## config.mk

```make
export PLATFORM = sky130hd
export DESIGN_NAME = prio_intc
export DESIGN_NICKNAME = d
export VERILOG_FILES = /design/src/rtl/intc_pkg.sv /design/src/rtl/intc_regs.sv /design/src/rtl/intc_rank.sv /design/src/rtl/intc_arb.sv /design/src/rtl/prio_intc.sv
export SDC_FILE = /design/constraint.sdc
export NUM_CORES = 1
export LEC_CHECK = 0
export ABC_CLOCK_PERIOD_IN_PS = 8000
export BUFFER_PORTS_ARGS = -buffer_cell sky130_fd_sc_hd__buf_2
export CORE_ASPECT_RATIO = 0.8
export CORE_MARGIN = 2
export CORE_UTILIZATION = 45
export DETAILED_ROUTE_END_ITERATION = 10
export GPL_ROUTABILITY_DRIVEN = 0
export HOLD_SLACK_MARGIN = 0.15
export PLACE_DENSITY = 0.7
export REMOVE_ABC_BUFFERS = 1
export SYNTH_ARGS = -nofsm -noshare
export SYNTH_HDL_FRONTEND = slang
export SYNTH_SLANG_ARGS = --single-unit
```

## constraint.sdc

```tcl
create_clock -name clk_i -period 8 [get_ports clk_i]
set_input_delay 1.6 -clock clk_i [delete_from_list [all_inputs] [get_ports clk_i]]
set_output_delay 1.6 -clock clk_i [all_outputs]
set_load 0.005 [all_outputs]
```

## src/rtl/intc_pkg.sv

```systemverilog
package intc_pkg;
  localparam int ADDR_W = 4;
  localparam logic [ADDR_W-1:0] A_EN    = 4'd0;  // two words
  localparam logic [ADDR_W-1:0] A_ROUTE = 4'd2;  // two words, 1 = fast
  localparam logic [ADDR_W-1:0] A_SLOT  = 4'd4;
  localparam logic [ADDR_W-1:0] A_CTRL  = 4'd5;
  localparam logic [ADDR_W-1:0] A_RAW   = 4'd6;  // two words
  localparam logic [ADDR_W-1:0] A_FWIN  = 4'd8;
  localparam logic [ADDR_W-1:0] A_NWIN  = 4'd9;

  // rank tiers, larger wins
  localparam logic [1:0] T_UPPER_LOW = 2'd0;
  localparam logic [1:0] T_FIXED     = 2'd1;
  localparam logic [1:0] T_PROG      = 2'd2;
  localparam logic [1:0] T_UPPER_HI  = 2'd3;
endpackage

```

## src/rtl/intc_regs.sv

```systemverilog
module intc_regs
  import intc_pkg::*;
#(
  parameter int N_SRC  = 64,
  parameter int N_PROG = 8,
  parameter int SLOT_W = 3,
  parameter int DATA_W = 32
) (
  input  logic                           clk_i,
  input  logic                           rst_ni,
  input  logic                           wr_i,
  input  logic [ADDR_W-1:0]              addr_i,
  input  logic [DATA_W-1:0]              wdata_i,
  output logic [N_SRC-1:0]               en_o,
  output logic [N_SRC-1:0]               fast_o,
  output logic [N_PROG-1:0][SLOT_W-1:0]  slot_o,
  output logic                           promote_o
);
  localparam int N_WORDS = N_SRC / DATA_W;

  logic [N_SRC-1:0]              en_q, fast_q;
  logic [N_PROG-1:0][SLOT_W-1:0] slot_q;
  logic                          promote_q;

  for (genvar w = 0; w < N_WORDS; w++) begin : g_word
    localparam logic [ADDR_W-1:0] EN_A = A_EN + ADDR_W'(w);
    localparam logic [ADDR_W-1:0] RT_A = A_ROUTE + ADDR_W'(w);
    always_ff @(posedge clk_i or negedge rst_ni) begin
      if (!rst_ni) begin
        en_q[w*DATA_W +: DATA_W]   <= '0;
        fast_q[w*DATA_W +: DATA_W] <= '0;
      end else if (wr_i) begin
        if (addr_i == EN_A) en_q[w*DATA_W +: DATA_W]   <= wdata_i;
        if (addr_i == RT_A) fast_q[w*DATA_W +: DATA_W] <= wdata_i;
      end
    end
  end

  for (genvar p = 0; p < N_PROG; p++) begin : g_slot
    always_ff @(posedge clk_i or negedge rst_ni) begin
      if (!rst_ni)                         slot_q[p] <= '0;
      else if (wr_i && addr_i == A_SLOT)   slot_q[p] <= wdata_i[p*SLOT_W +: SLOT_W];
    end
  end

  always_ff @(posedge clk_i or negedge rst_ni) begin
    if (!rst_ni)                        promote_q <= 1'b0;
    else if (wr_i && addr_i == A_CTRL)  promote_q <= wdata_i[0];
  end

  assign en_o      = en_q;
  assign fast_o    = fast_q;
  assign slot_o    = slot_q;
  assign promote_o = promote_q;

  // configuration only moves on a write
  assert_cfg_hold_R10: assert property (@(posedge clk_i) disable iff (!rst_ni)
    !wr_i |=> ($stable(en_q) && $stable(fast_q) && $stable(slot_q) && $stable(promote_q)));
endmodule

```

## src/rtl/intc_rank.sv

```systemverilog
module intc_rank
  import intc_pkg::*;
#(
  parameter int N_SRC  = 64,
  parameter int N_PROG = 8,
  parameter int SLOT_W = 3,
  parameter int IDX_W  = $clog2(N_SRC),
  parameter int KEY_W  = 2 + SLOT_W + IDX_W
) (
  input  logic [N_PROG-1:0][SLOT_W-1:0] slot_i,
  input  logic                          promote_i,
  output logic [N_SRC-1:0][KEY_W-1:0]   key_o
);
  localparam int UPPER = N_SRC / 2;

  // key = {tier, slot, inverted index}: inverted index breaks ties toward low numbers
  for (genvar s = 0; s < N_SRC; s++) begin : g_key
    localparam logic [IDX_W-1:0] IDX = IDX_W'(s);
    if (s < N_PROG) begin : g_prog
      assign key_o[s] = {T_PROG, slot_i[s], ~IDX};
    end else if (s < UPPER) begin : g_fixed
      assign key_o[s] = {T_FIXED, {SLOT_W{1'b0}}, ~IDX};
    end else begin : g_upper
      assign key_o[s] = {(promote_i ? T_UPPER_HI : T_UPPER_LOW), {SLOT_W{1'b0}}, ~IDX};
    end
  end
endmodule

```

## src/rtl/intc_arb.sv

```systemverilog
module intc_arb #(
  parameter int N     = 64,
  parameter int KEY_W = 11
) (
  input  logic [N-1:0]            req_i,
  input  logic [N-1:0][KEY_W-1:0] key_i,
  output logic                    vld_o,
  output logic [KEY_W-1:0]        key_o
);
  localparam int NODES = 2 * N - 1;

  logic [NODES-1:0]            nv;
  logic [NODES-1:0][KEY_W-1:0] nk;

  for (genvar l = 0; l < N; l++) begin : g_leaf
    assign nv[N-1+l] = req_i[l];
    assign nk[N-1+l] = key_i[l];
  end

  for (genvar i = 0; i < N - 1; i++) begin : g_node
    logic take_r;
    assign take_r = nv[2*i+2] && (!nv[2*i+1] || (nk[2*i+2] > nk[2*i+1]));
    assign nv[i]  = nv[2*i+1] || nv[2*i+2];
    assign nk[i]  = take_r ? nk[2*i+2] : nk[2*i+1];
  end

  assign vld_o = nv[0];
  assign key_o = nk[0];

  // tree's valid agrees with a flat OR of the requests
  always_comb assert_any_valid_R4: assert (vld_o == (|req_i));
endmodule

```

## src/rtl/prio_intc.sv

```systemverilog
module prio_intc
  import intc_pkg::*;
#(
  parameter int N_SRC  = 64,
  parameter int N_PROG = 8,
  parameter int SLOT_W = 3,
  parameter int DATA_W = 32
) (
  input  logic               clk_i,
  input  logic               rst_ni,
  input  logic [N_SRC-1:0]   src_i,
  input  logic               reg_wr_i,
  input  logic [ADDR_W-1:0]  reg_addr_i,
  input  logic [DATA_W-1:0]  reg_wdata_i,
  output logic [DATA_W-1:0]  reg_rdata_o,
  output logic               fiq_o,
  output logic               irq_o
);
  localparam int IDX_W   = $clog2(N_SRC);
  localparam int KEY_W   = 2 + SLOT_W + IDX_W;
  localparam int N_WORDS = N_SRC / DATA_W;
  localparam int N_LINE  = 2;  // 0 = fast, 1 = normal

  logic [N_SRC-1:0]              en, fast;
  logic [N_PROG-1:0][SLOT_W-1:0] slot;
  logic                          promote;
  logic [N_SRC-1:0][KEY_W-1:0]   key;
  logic [N_LINE-1:0][N_SRC-1:0]  req;
  logic [N_LINE-1:0]             win_vld;
  logic [N_LINE-1:0][KEY_W-1:0]  win_key;
  logic [N_LINE-1:0][IDX_W-1:0]  win_idx;
  logic [N_LINE-1:0][DATA_W-1:0] win_word;

  intc_regs #(.N_SRC(N_SRC), .N_PROG(N_PROG), .SLOT_W(SLOT_W), .DATA_W(DATA_W)) u_regs (
    .clk_i, .rst_ni,
    .wr_i(reg_wr_i), .addr_i(reg_addr_i), .wdata_i(reg_wdata_i),
    .en_o(en), .fast_o(fast), .slot_o(slot), .promote_o(promote)
  );

  intc_rank #(.N_SRC(N_SRC), .N_PROG(N_PROG), .SLOT_W(SLOT_W), .IDX_W(IDX_W), .KEY_W(KEY_W)) u_rank (
    .slot_i(slot), .promote_i(promote), .key_o(key)
  );

  assign req[0] = src_i & en & fast;
  assign req[1] = src_i & en & ~fast;

  for (genvar g = 0; g < N_LINE; g++) begin : g_line
    intc_arb #(.N(N_SRC), .KEY_W(KEY_W)) u_arb (
      .req_i(req[g]), .key_i(key), .vld_o(win_vld[g]), .key_o(win_key[g])
    );
    assign win_idx[g]  = win_vld[g] ? ~win_key[g][IDX_W-1:0] : '0;
    assign win_word[g] = {win_vld[g], {(DATA_W-1-IDX_W){1'b0}}, win_idx[g]};

    // winner is pending, enabled and routed to this line
    always_comb assert_win_eligible_R3: assert (!win_vld[g] ||
      (src_i[win_idx[g]] && en[win_idx[g]] && (fast[win_idx[g]] == (g == 0))));
  end

  assign fiq_o = win_vld[0];
  assign irq_o = win_vld[1];

  always_comb begin
    reg_rdata_o = '0;
    for (int w = 0; w < N_WORDS; w++) begin
      if (reg_addr_i == A_EN + ADDR_W'(w))    reg_rdata_o = en[w*DATA_W +: DATA_W];
      if (reg_addr_i == A_ROUTE + ADDR_W'(w)) reg_rdata_o = fast[w*DATA_W +: DATA_W];
      if (reg_addr_i == A_RAW + ADDR_W'(w))   reg_rdata_o = src_i[w*DATA_W +: DATA_W];
    end
    if (reg_addr_i == A_SLOT) reg_rdata_o = DATA_W'(slot);
    if (reg_addr_i == A_CTRL) reg_rdata_o = DATA_W'(promote);
    if (reg_addr_i == A_FWIN) reg_rdata_o = win_word[0];
    if (reg_addr_i == A_NWIN) reg_rdata_o = win_word[1];
  end

  // disabled sources never raise a line
  always_comb assert_disabled_quiet_R2: assert ((|(src_i & en)) || (!fiq_o && !irq_o));
  // one source cannot win both lines
  always_comb assert_lines_disjoint_R3: assert (!(win_vld[0] && win_vld[1]) || (win_idx[0] != win_idx[1]));
  // quiet straight out of reset
  assert_reset_quiet_R1: assert property (@(posedge clk_i) disable iff (!rst_ni)
    $rose(rst_ni) |-> (!fiq_o && !irq_o));
endmodule

```

* After elaboration in Yosys (flattened, before gate mapping)
Cells that the tools add are included.
** Storage, ports and cells
- Flip-flop bits (word level) :: 153
- Input bits :: 103
- Output and inout bits :: 34
** Operators by class
- Order comparisons :: 82
- Eq/ne operators :: 9
- Mux-type cells :: 139
- Bitwise gates (word level) :: 6
- Reductions and logical operators :: 487
** Operators by type and width (count)
- $gt 11x11->1 :: 58
- $mux 32 :: 10
- $logic_or 1x1->1 :: 228
- $gt 10x10->1 :: 20
- $and 64x64->64 :: 3
- $logic_and 1x1->1 :: 128
- $logic_not 1->1 :: 126
- $mux 9 :: 14
- $not 64->64 :: 1
- $mux 2 :: 29
- $mux 1 :: 56
- $gt 10x11->1 :: 4
- $mux 11 :: 4
- $mux 3 :: 14
- $mux 4 :: 6
- $mux 6 :: 4
- $eq 4x3->1 const B :: 4
- $not 6->6 :: 2
- $mux 5 :: 2
- $eq 4x2->1 const B :: 2
- $eq 4x4->1 const B :: 2
- $reduce_and 2->1 :: 4
- $eq 4x1->1 const B :: 1
- $logic_not 4->1 :: 1

* Longest topological paths before layout
Gate-level depths: netlist of the first run.
- Depth in word-level cells :: 30
- Mapped depth :: 22
- Gate-level depth less buffers :: 21

* By module
From an unflattened synthesis of the first run, not the netlist that was laid out.
** Second synthesis, totals
- Cells, all modules :: 8957
- Area, all modules :: 68624.6 um^2
** Modules (own cells, without submodules)
- intc_arb at g_line[1].u_arb :: instances 1, cells each 3695, area each 27336.2 um^2, seq. area each 0.0 um^2
- intc_arb at g_line[0].u_arb :: instances 1, cells each 3708, area each 27186.1 um^2, seq. area each 0.0 um^2
- intc_regs :: instances 1, cells each 330, area each 5695.5 um^2, seq. area each 3828.7 um^2
- intc_rank :: instances 1, cells each 706, area each 5292.6 um^2, seq. area each 0.0 um^2
- prio_intc :: instances 1, cells each 518, area each 3114.2 um^2, seq. area each 0.0 um^2

* Worst setup path before layout of the first run
No wires, ideal clock.
- Kind :: input -> output
- Start point :: input src_i[6]
- End point :: output reg_rdata_o[0]
- Arrival :: 5180 ps
- Path slack :: 1220 ps
- Cell stages on the path :: 16
- Buffers on the path :: 0
- Cells stage by stage :: nand3b_1 a2111o_1 nand2_1 mux2_2 ha_1 a221o_1 o21ai_2 nor2_1 a21oi_1 ha_1 a211o_1 o21bai_1 o22ai_4 mux2i_1 a41o_1 a211o_1
** On the way
- Longest elaborated chain between the ends :: 30
- Elaborated cells on any way between the ends :: 75
** Ends and longest elaborated chain
- start: declaration :: RTL line prio_intc.sv:11 : input logic [N_SRC-1:0] src_i,
- $and 64x64->64 (*) :: RTL line prio_intc.sv:44, prio_intc.sv:45
- $and 64x64->64 :: RTL line prio_intc.sv:44 : assign req[0] = src_i & en & fast;
- $logic_not 1->1 :: RTL line intc_arb.sv:22 : assign take_r = nv[2*i+2] && (!nv[2*i+1] || (nk[2*i+2] > nk[2*i+1]));
- $logic_or 1x1->1 :: RTL line intc_arb.sv:22
- $logic_and 1x1->1 :: RTL line intc_arb.sv:22
- $mux 9 :: RTL line intc_arb.sv:24 : assign nk[i] = take_r ? nk[2*i+2] : nk[2*i+1];
- $gt 11x11->1 :: RTL line intc_arb.sv:22
- $logic_or 1x1->1 :: RTL line intc_arb.sv:22
- (+14 left out)
- $gt 11x11->1 :: RTL line intc_arb.sv:22
- $logic_or 1x1->1 :: RTL line intc_arb.sv:22
- $logic_and 1x1->1 :: RTL line intc_arb.sv:22
- $mux 6 :: RTL line intc_arb.sv:24
- $not 6->6 :: RTL line prio_intc.sv:51 : assign win_idx[g] = win_vld[g] ? ~win_key[g][IDX_W-1:0] : '0;
- $mux 6 :: RTL line prio_intc.sv:51
- $mux 32 :: RTL line prio_intc.sv:71 : if (reg_addr_i == A_FWIN) reg_rdata_o = win_word[0];
- $mux 32 (*) :: RTL line prio_intc.sv:72 : if (reg_addr_i == A_NWIN) reg_rdata_o = win_word[1];
- end: declaration :: RTL line prio_intc.sv:15 : output logic [DATA_W-1:0] reg_rdata_o,
Every way passes the cells marked *; elsewhere a longest branch is shown, timed or not.

* Worst setup path in the final report of the first run
- Start point :: input src_i[6]
- End point :: output reg_rdata_o[1]
The elaborated chain is that of the path after synthesis.

==> results of run 1 <==
kinds of logic after synthesis:
logic type,after synthesis,share of synthesized area
AND/OR/NAND/NOR,410,0.200
multiplexers,174,0.185
AO/OA/AOI/OAI,298,0.206
adder cells (fa/ha/maj),21,0.0250
flip-flops,153,0.365
buffers and inverters,54,0.0193
per-layer routing:
metal	vias to the layer above	routed length, um	part of all wire
met2	741	16600	0.44
met1	5169	15700	0.41
met5	-	0	0
met4	0	1300	0.034
met3	92	4300	0.11
li1	4634	-	-
worst min path at each step:
stage	from	end	depth (start not counted)	slack, ns
after floorplan	u_regs.fast_o[31]	u_regs.fast_o[31]	1	0.50
after global placement	u_regs.fast_o[31]	u_regs.fast_o[31]	1	0.52
after detailed placement	u_regs.slot_o[14]	u_regs.slot_o[14]	1	0.52
after CTS	u_regs.slot_o[14]	u_regs.slot_o[14]	1	0.54
after global routing	u_regs.slot_o[13]	u_regs.slot_o[13]	1	0.56
final	u_regs.slot_o[14]	u_regs.slot_o[14]	1	0.54
power groups by stage:
stage	combinational, uW	sequential, uW	clock, uW
final	1210	1190	909
after global routing	1300	1220	947
after CTS	1170	1180	910
after detailed placement	1160	1190	0
after global placement	1130	1180	0
after floorplan	818	1110	0
area by class of cell:
class,instances,share of cell area
well taps,306,0.0313
multi-input cells,903,0.531
inverters,17,0.00521
clock buffers,19,0.0362
flip-flops and latches,153,0.313
repair buffers,155,0.0678
clock inverters,13,0.0163
layout by cell type, fill, tap and decap left out, types with 17 or more instances in the layout:
cell and n:
mux2_2 156, dfrtp_1 153, buf_2 135, nand2_1 114, nand3_1 103, a22oi_1 67, nor2_1 53, o21ai_0 47
nand3b_1 41, a21oi_1 40, a222oi_1 25, ha_1 21, buf_4 19, inv_1 17, clkbuf_16 17
per-stage QoR:
stage               utilization  hold WS [ns]  total power (uW)
floorplan                     -         0.502              1930
global placement          0.511         0.524              2320
detailed placement        0.511         0.524              2350
CTS                       0.540         0.539              3260
global route              0.540         0.565              3470
finish                    0.540         0.544              3310
sequential cells by signal, indices dropped and copies added (netlist names):
name	cells
u_regs.en_o	64
u_regs.slot_o	24
u_regs.fast_o	64
u_regs.promote_o	1
==> metrics.md, run 1 <==
| Metric | Value |
|---|---|
| Status | finished clean |
| Via count | 10636 |
| Final Cell Area | 12200 um^2 |
| Fmax | 0.131 GHz |
| R2R Path Start | u_regs.slot_o[6] |
| Maximum VDD drop | 0.173 mV |
| P_sw | 1280 uW |
| Number of stages on the worst setup path | 20 |
| Initial DRC count | 1234 |
| WS Path Type | in -> out |
| Synth Register Bits | 153 |
| CTS tree | done |
| Critical Path Fanout Max | 4 |
| Met1 Use GR | 0.424 |
| Area of the multi-input gates | 6490 um^2 |
| Drt first pass iters | 9 |
| Final wirelength | 38.0 mm |
| H-tree depth | 4 |
| Post-placement cell count | 1534 |
| Syn. warnings | 0 |
| Final ANT Viol Nets | 0 |
| Setup repair bufs after CTS | 0 |
| Internal Power | 2030 uW |
| Hold WC Path Type | reg -> reg |
| Row count | 49 |
| Pin count of the biggest net entering global routing | 81 |
| Sum of negative setup slack | 0 ns |
| CP endpoint kind | output port |
| # diodes | 0 |
| Reg power frac | 0.360 |
| Final hold viol count | 0 |
| Via density | 6.79 |
| Worst-Margin Slew | 1.04 ns |
| Port bufs | 136 |
| Worst Skew | 0 ns |
| R2R depth | 1 |
| Die X | 175 um |
| Syn avg cell area | 9.45 um^2 |
| IO Pins | 137 |
| Final slew viol count | 0 |
| LEAKAGE | 0.00547 uW |
| Synth top cells by count | 156 x mux2_2, 153 x dfrtp_1, 114 x nand2_1 |
| Cell breakdown of the critical path | buf_2, nand3b_1, a2111oi_2, or2_1, mux2i_1, inv_1, ha_1, a221o_1, nand2_1, o31ai_2, mux2i_1, ha_1, a21oi_1, and2_1, nand3_1, a2bb2oi_1, nand3_1, a221oi_1, o311ai_1, buf_2 |
| Layout Cells excl Fill | 1566 |
| Num CTS Buffers | 17 |
| # setup viols final | 0 |
| GR peak layer | met2 |
| Clk_lat worst skew | 0.45 ns |
| Reg2reg end | u_regs.slot_o[6] |
| Global Route met2 Usage | 0.467 |
| Main synth FF type | dfrtp_1 |
| Minimum clock period | 7.66 ns |
| Relative slew slack | 0.298 |
| Critical Path AT | 6.06 ns |
| Top post-synthesis cells by area | dfrtp_1 36%, mux2_2 17%, nand3_1 4.9% |
| CP max-delay cell | o311ai_1 |
| Cell area after placement | 11600 um^2 |
| CTS Buffer Depth | 2 |
| Synthesis-to-finish area growth | 16.7% |
| RSZ-0062 raised after global routing | false |
| Fillers | 2091 |
| Root Buffer | clkbuf_16 |
| First-pass GRT wire length | 58.3 mm |
| Share of cells above drive strength 1 | 0.288 |
| Vias in the first global route | 10110 |
| Post-synthesis async set-or-reset flop share | 1.00 |
| Buf+Inv Stages, Crit Path | 3 |
| Yosys cell types | 72 |
| Critical path's largest stage delay | 0.53 ns |
| Post-layout nets | 1371 |
| Tot GR Track Use | 0.309 |
| Clk pwr share | 0.274 |
| Power Density | 270 nW/um^2 |
| Initial antenna violation count | 0 |
| Post-synth top area share | 0.365 |
| DP Worst Slack | 0.543 ns |
| Combinational power share | 0.366 |
| Switching Share | 0.386 |
| Largest area contributor in the netlist | dfrtp_1 |
| Worst setup startpoint | src_i[6] |
| Grt total ovfl | 0 |
| Initial Utilization | 0.463 |
| Clock Sinks | 153 |
| Die extent in y | 141 um |
| Cells after Synth | 1110 |
| Seq. cell area | 3830 um^2 |
| Core footprint | 22700 um^2 |
| Sequential share of the synthesized area | 0.365 |
| Avg WL per Cell | 24.2 um |
| CTS Hold Buffers Added | 0 |
| Resize count post-CTS | 0 |
| CP required | 6.40 ns |
| Number of flops mapped to enable cells by yosys | 0 |
| Setup crit start kind | input port |
| Worst setup margin | 0.343 ns |
| CP endpoint | reg_rdata_o[1] |
| Met3 usage | 0.0796 |
| Worst path top cell family by delay | compound AO/OA/AOI/OAI gates |
| Final HPWL DP | 27.0 mm |
| Max-Cap Viols | 0 |
| Mapped Area | 10500 um^2 |
| Final period util | 0.957 |
| Post-route DRC | 0 |
| Setup slack, reg-to-reg | 7.09 ns |
| Most common cell in the netlist | mux2_2 |
| Die area | 24600 um^2 |
| Worst-path clk slew | 0.07 ns |
No activity file was read; power rests on OpenSTA's default activity.
==> run 2, diff against run 1 <==
==> constraint.sdc (replaced) <==
create_clock -name clk_i -period 8 [get_ports clk_i]
set_input_delay 1.2 -clock clk_i [delete_from_list [all_inputs] [get_ports clk_i]]
set_output_delay 1.2 -clock clk_i [all_outputs]
set_load 0.005 [all_outputs]
==> run 2 against run 1 <==
  * Worst hold slack got worse by 0.0021 ns
  * Sequential share of layout area increased by 0.14 points
  * Register-to-register slack is essentially flat
  * First-iteration DRC count rose by 10%
  * Sequential power about the same
  * Sequential cell count stayed put
  * Count of clock-buffer cells in the layout fell by 1
  * Fmax is 9.4% higher
  * Clock skew stayed put
  * Critical path type is now reg -> out
==> metrics.md, run 2 (synthesized netlist as in run 1, its figures left out) <==
| Metric | Value |
|---|---|
| Status | finished clean |
| Reg power frac | 0.371 |
| Row count | 49 |
| Post-layout nets | 1371 |
| CP required | 6.80 ns |
| Hold WC Path Type | reg -> reg |
| Root Buffer | clkbuf_16 |
| IO Pins | 137 |
| Clock Sinks | 153 |
| Power Density | 263 nW/um^2 |
| Grt total ovfl | 0 |
| Switching Share | 0.394 |
| Relative slew slack | 0.288 |
| Setup repair bufs after CTS | 0 |
| Die area | 24600 um^2 |
| Final hold viol count | 0 |
| Commonest non-fill, non-tap cell in the layout | mux2_2 |
| Drt first pass iters | 7 |
| Critical Path AT | 5.80 ns |
| Initial DRC count | 1361 |
| Die extent in y | 141 um |
| Final wirelength | 36.8 mm |
| Port bufs | 136 |
| Tot GR Track Use | 0.295 |
| Critical Path Fanout Max | 5 |
| LEAKAGE | 0.00542 uW |
| CTS tree | done |
| Initial antenna violation count | 0 |
| WS Path Type | reg -> out |
| Fillers | 2083 |
| # diodes | 0 |
| Core footprint | 22700 um^2 |
| Num CTS Buffers | 17 |
| Internal Power | 1940 uW |
| RSZ-0062 raised after global routing | false |
| Final HPWL DP | 26.6 mm |
| Clk pwr share | 0.255 |
| Final Cell Area | 12200 um^2 |
| Synthesis-to-finish area growth | 16.1% |
| Fin util | 0.537 |
| CTS Hold Buffers Added | 0 |
| Final ANT Viol Nets | 0 |
| Maximum VDD drop | 0.171 mV |
| Minimum clock period | 7.00 ns |
| Worst Skew | 0 ns |
| Max-Cap Viols | 0 |
| H-tree depth | 4 |
| Sum of negative setup slack | 0 ns |
| Worst-path clk slew | 0.07 ns |
| Pin count of the biggest net entering global routing | 81 |
| WHS | 0.542 ns |
| Worst-Margin Slew | 1.05 ns |
| P_sw | 1260 uW |
| Commonest cells after routing, fill and taps aside | 156 x mux2_2, 153 x dfrtp_1, 135 x buf_2 |
| Die X | 175 um |
| Via count | 10508 |
| Via density | 6.71 |
| Share of cells above drive strength 1 | 0.289 |
| Resize count post-CTS | 0 |
| Vias in the first global route | 9734 |
| Initial Utilization | 0.463 |
| # setup viols final | 0 |
| Clk_lat worst skew | 0.44 ns |
| Final period util | 0.875 |
| Post-route DRC | 0 |
| Combinational power share | 0.374 |
| Setup crit start kind | register |
| Avg WL per Cell | 23.5 um |
| Final slew viol count | 0 |
| CP endpoint kind | output port |
| Cell area after placement | 11600 um^2 |
| First-pass GRT wire length | 55.5 mm |
| CTS Buffer Depth | 2 |
| Fmax | 0.143 GHz |
==> run 2: changes by cell type in the layout (fill, tap and decap cells not counted) <==
cell / delta
bufinv_16: -3
clkbuf_1: -1
clkinv_2: -3
clkinv_4: +1
clkinvlp_4: +5
inv_6: +1
==> run 2: metrics by stage <==
step	std cells	power, uW	setup slack [ns]
floorplan	1073	1930	1.99
global placement	1534	2320	1.49
global route	1566	3360	0.711
finish	1566	3200	0.999
CTS	1566	3160	1.11
detailed placement	1534	2350	1.35
==> run 2: area by class of cell <==
| cell class | instances | area, um^2 | share of cell area |
|---|---|---|---|
| Clock inverter | 14 | 149 | 0.0122 |
| Multi-Input combinational cell | 903 | 6490 | 0.533 |
| Tap cell | 306 | 383 | 0.0314 |
| Sequential cell | 153 | 3830 | 0.314 |
| Clock buffer | 18 | 439 | 0.0360 |
| Timing Repair Buffer | 155 | 830 | 0.0681 |
| Inverter | 17 | 63.8 | 0.00524 |
==> run 2: final timing paths <==
path	start	cells after the start	slack [ns]	endpoint
min	u_regs.slot_o[13]	1	0.54	u_regs.slot_o[13]
min reg2reg	u_regs.slot_o[13]	1	0.54	u_regs.slot_o[13]
min in group asynchronous	rst_ni	1	0.81	u_regs.en_o[11]
max reg2reg	u_regs.slot_o[22]	1	7.10	u_regs.slot_o[22]
max	u_regs.slot_o[20]	21	1.0	reg_rdata_o[1]
max in group asynchronous	rst_ni	2	5.73	u_regs.fast_o[16]
==> run 2: power by group through the flow <==
stage | Sequential [uW] | Combinational, uW | Clock (uW)
CTS | 1180 | 1160 | 821
global route | 1210 | 1290 | 855
detailed placement | 1190 | 1160 | 0
global placement | 1180 | 1130 | 0
finish | 1190 | 1200 | 816
floorplan | 1110 | 818 | 0
==> run 2: critical path, cell delays in order (launching register included) <==
cell	delay [ns]
dfrtp_1	0.50
inv_1	0.08
ha_1	0.34
and4b_1	0.24
a2111oi_2	0.44
or2_1	0.26
mux2i_1	0.27
inv_1	0.08
ha_1	0.32
a221o_1	0.38
nand2_1	0.14
o31ai_2	0.14
mux2i_1	0.15
ha_1	0.33
a21oi_1	0.25
and2_1	0.18
nand3_1	0.09
a2bb2oi_1	0.17
nand3_1	0.15
a221oi_1	0.10
o311ai_1	0.52
buf_2	0.22
==> run 2: routing by layer <==
layer / track usage / routed length, um
met5: 0 / 0
met4: 0.120 / 1210
met3: 0.0801 / 3920
met2: 0.442 / 16000
met1: 0.405 / 15700
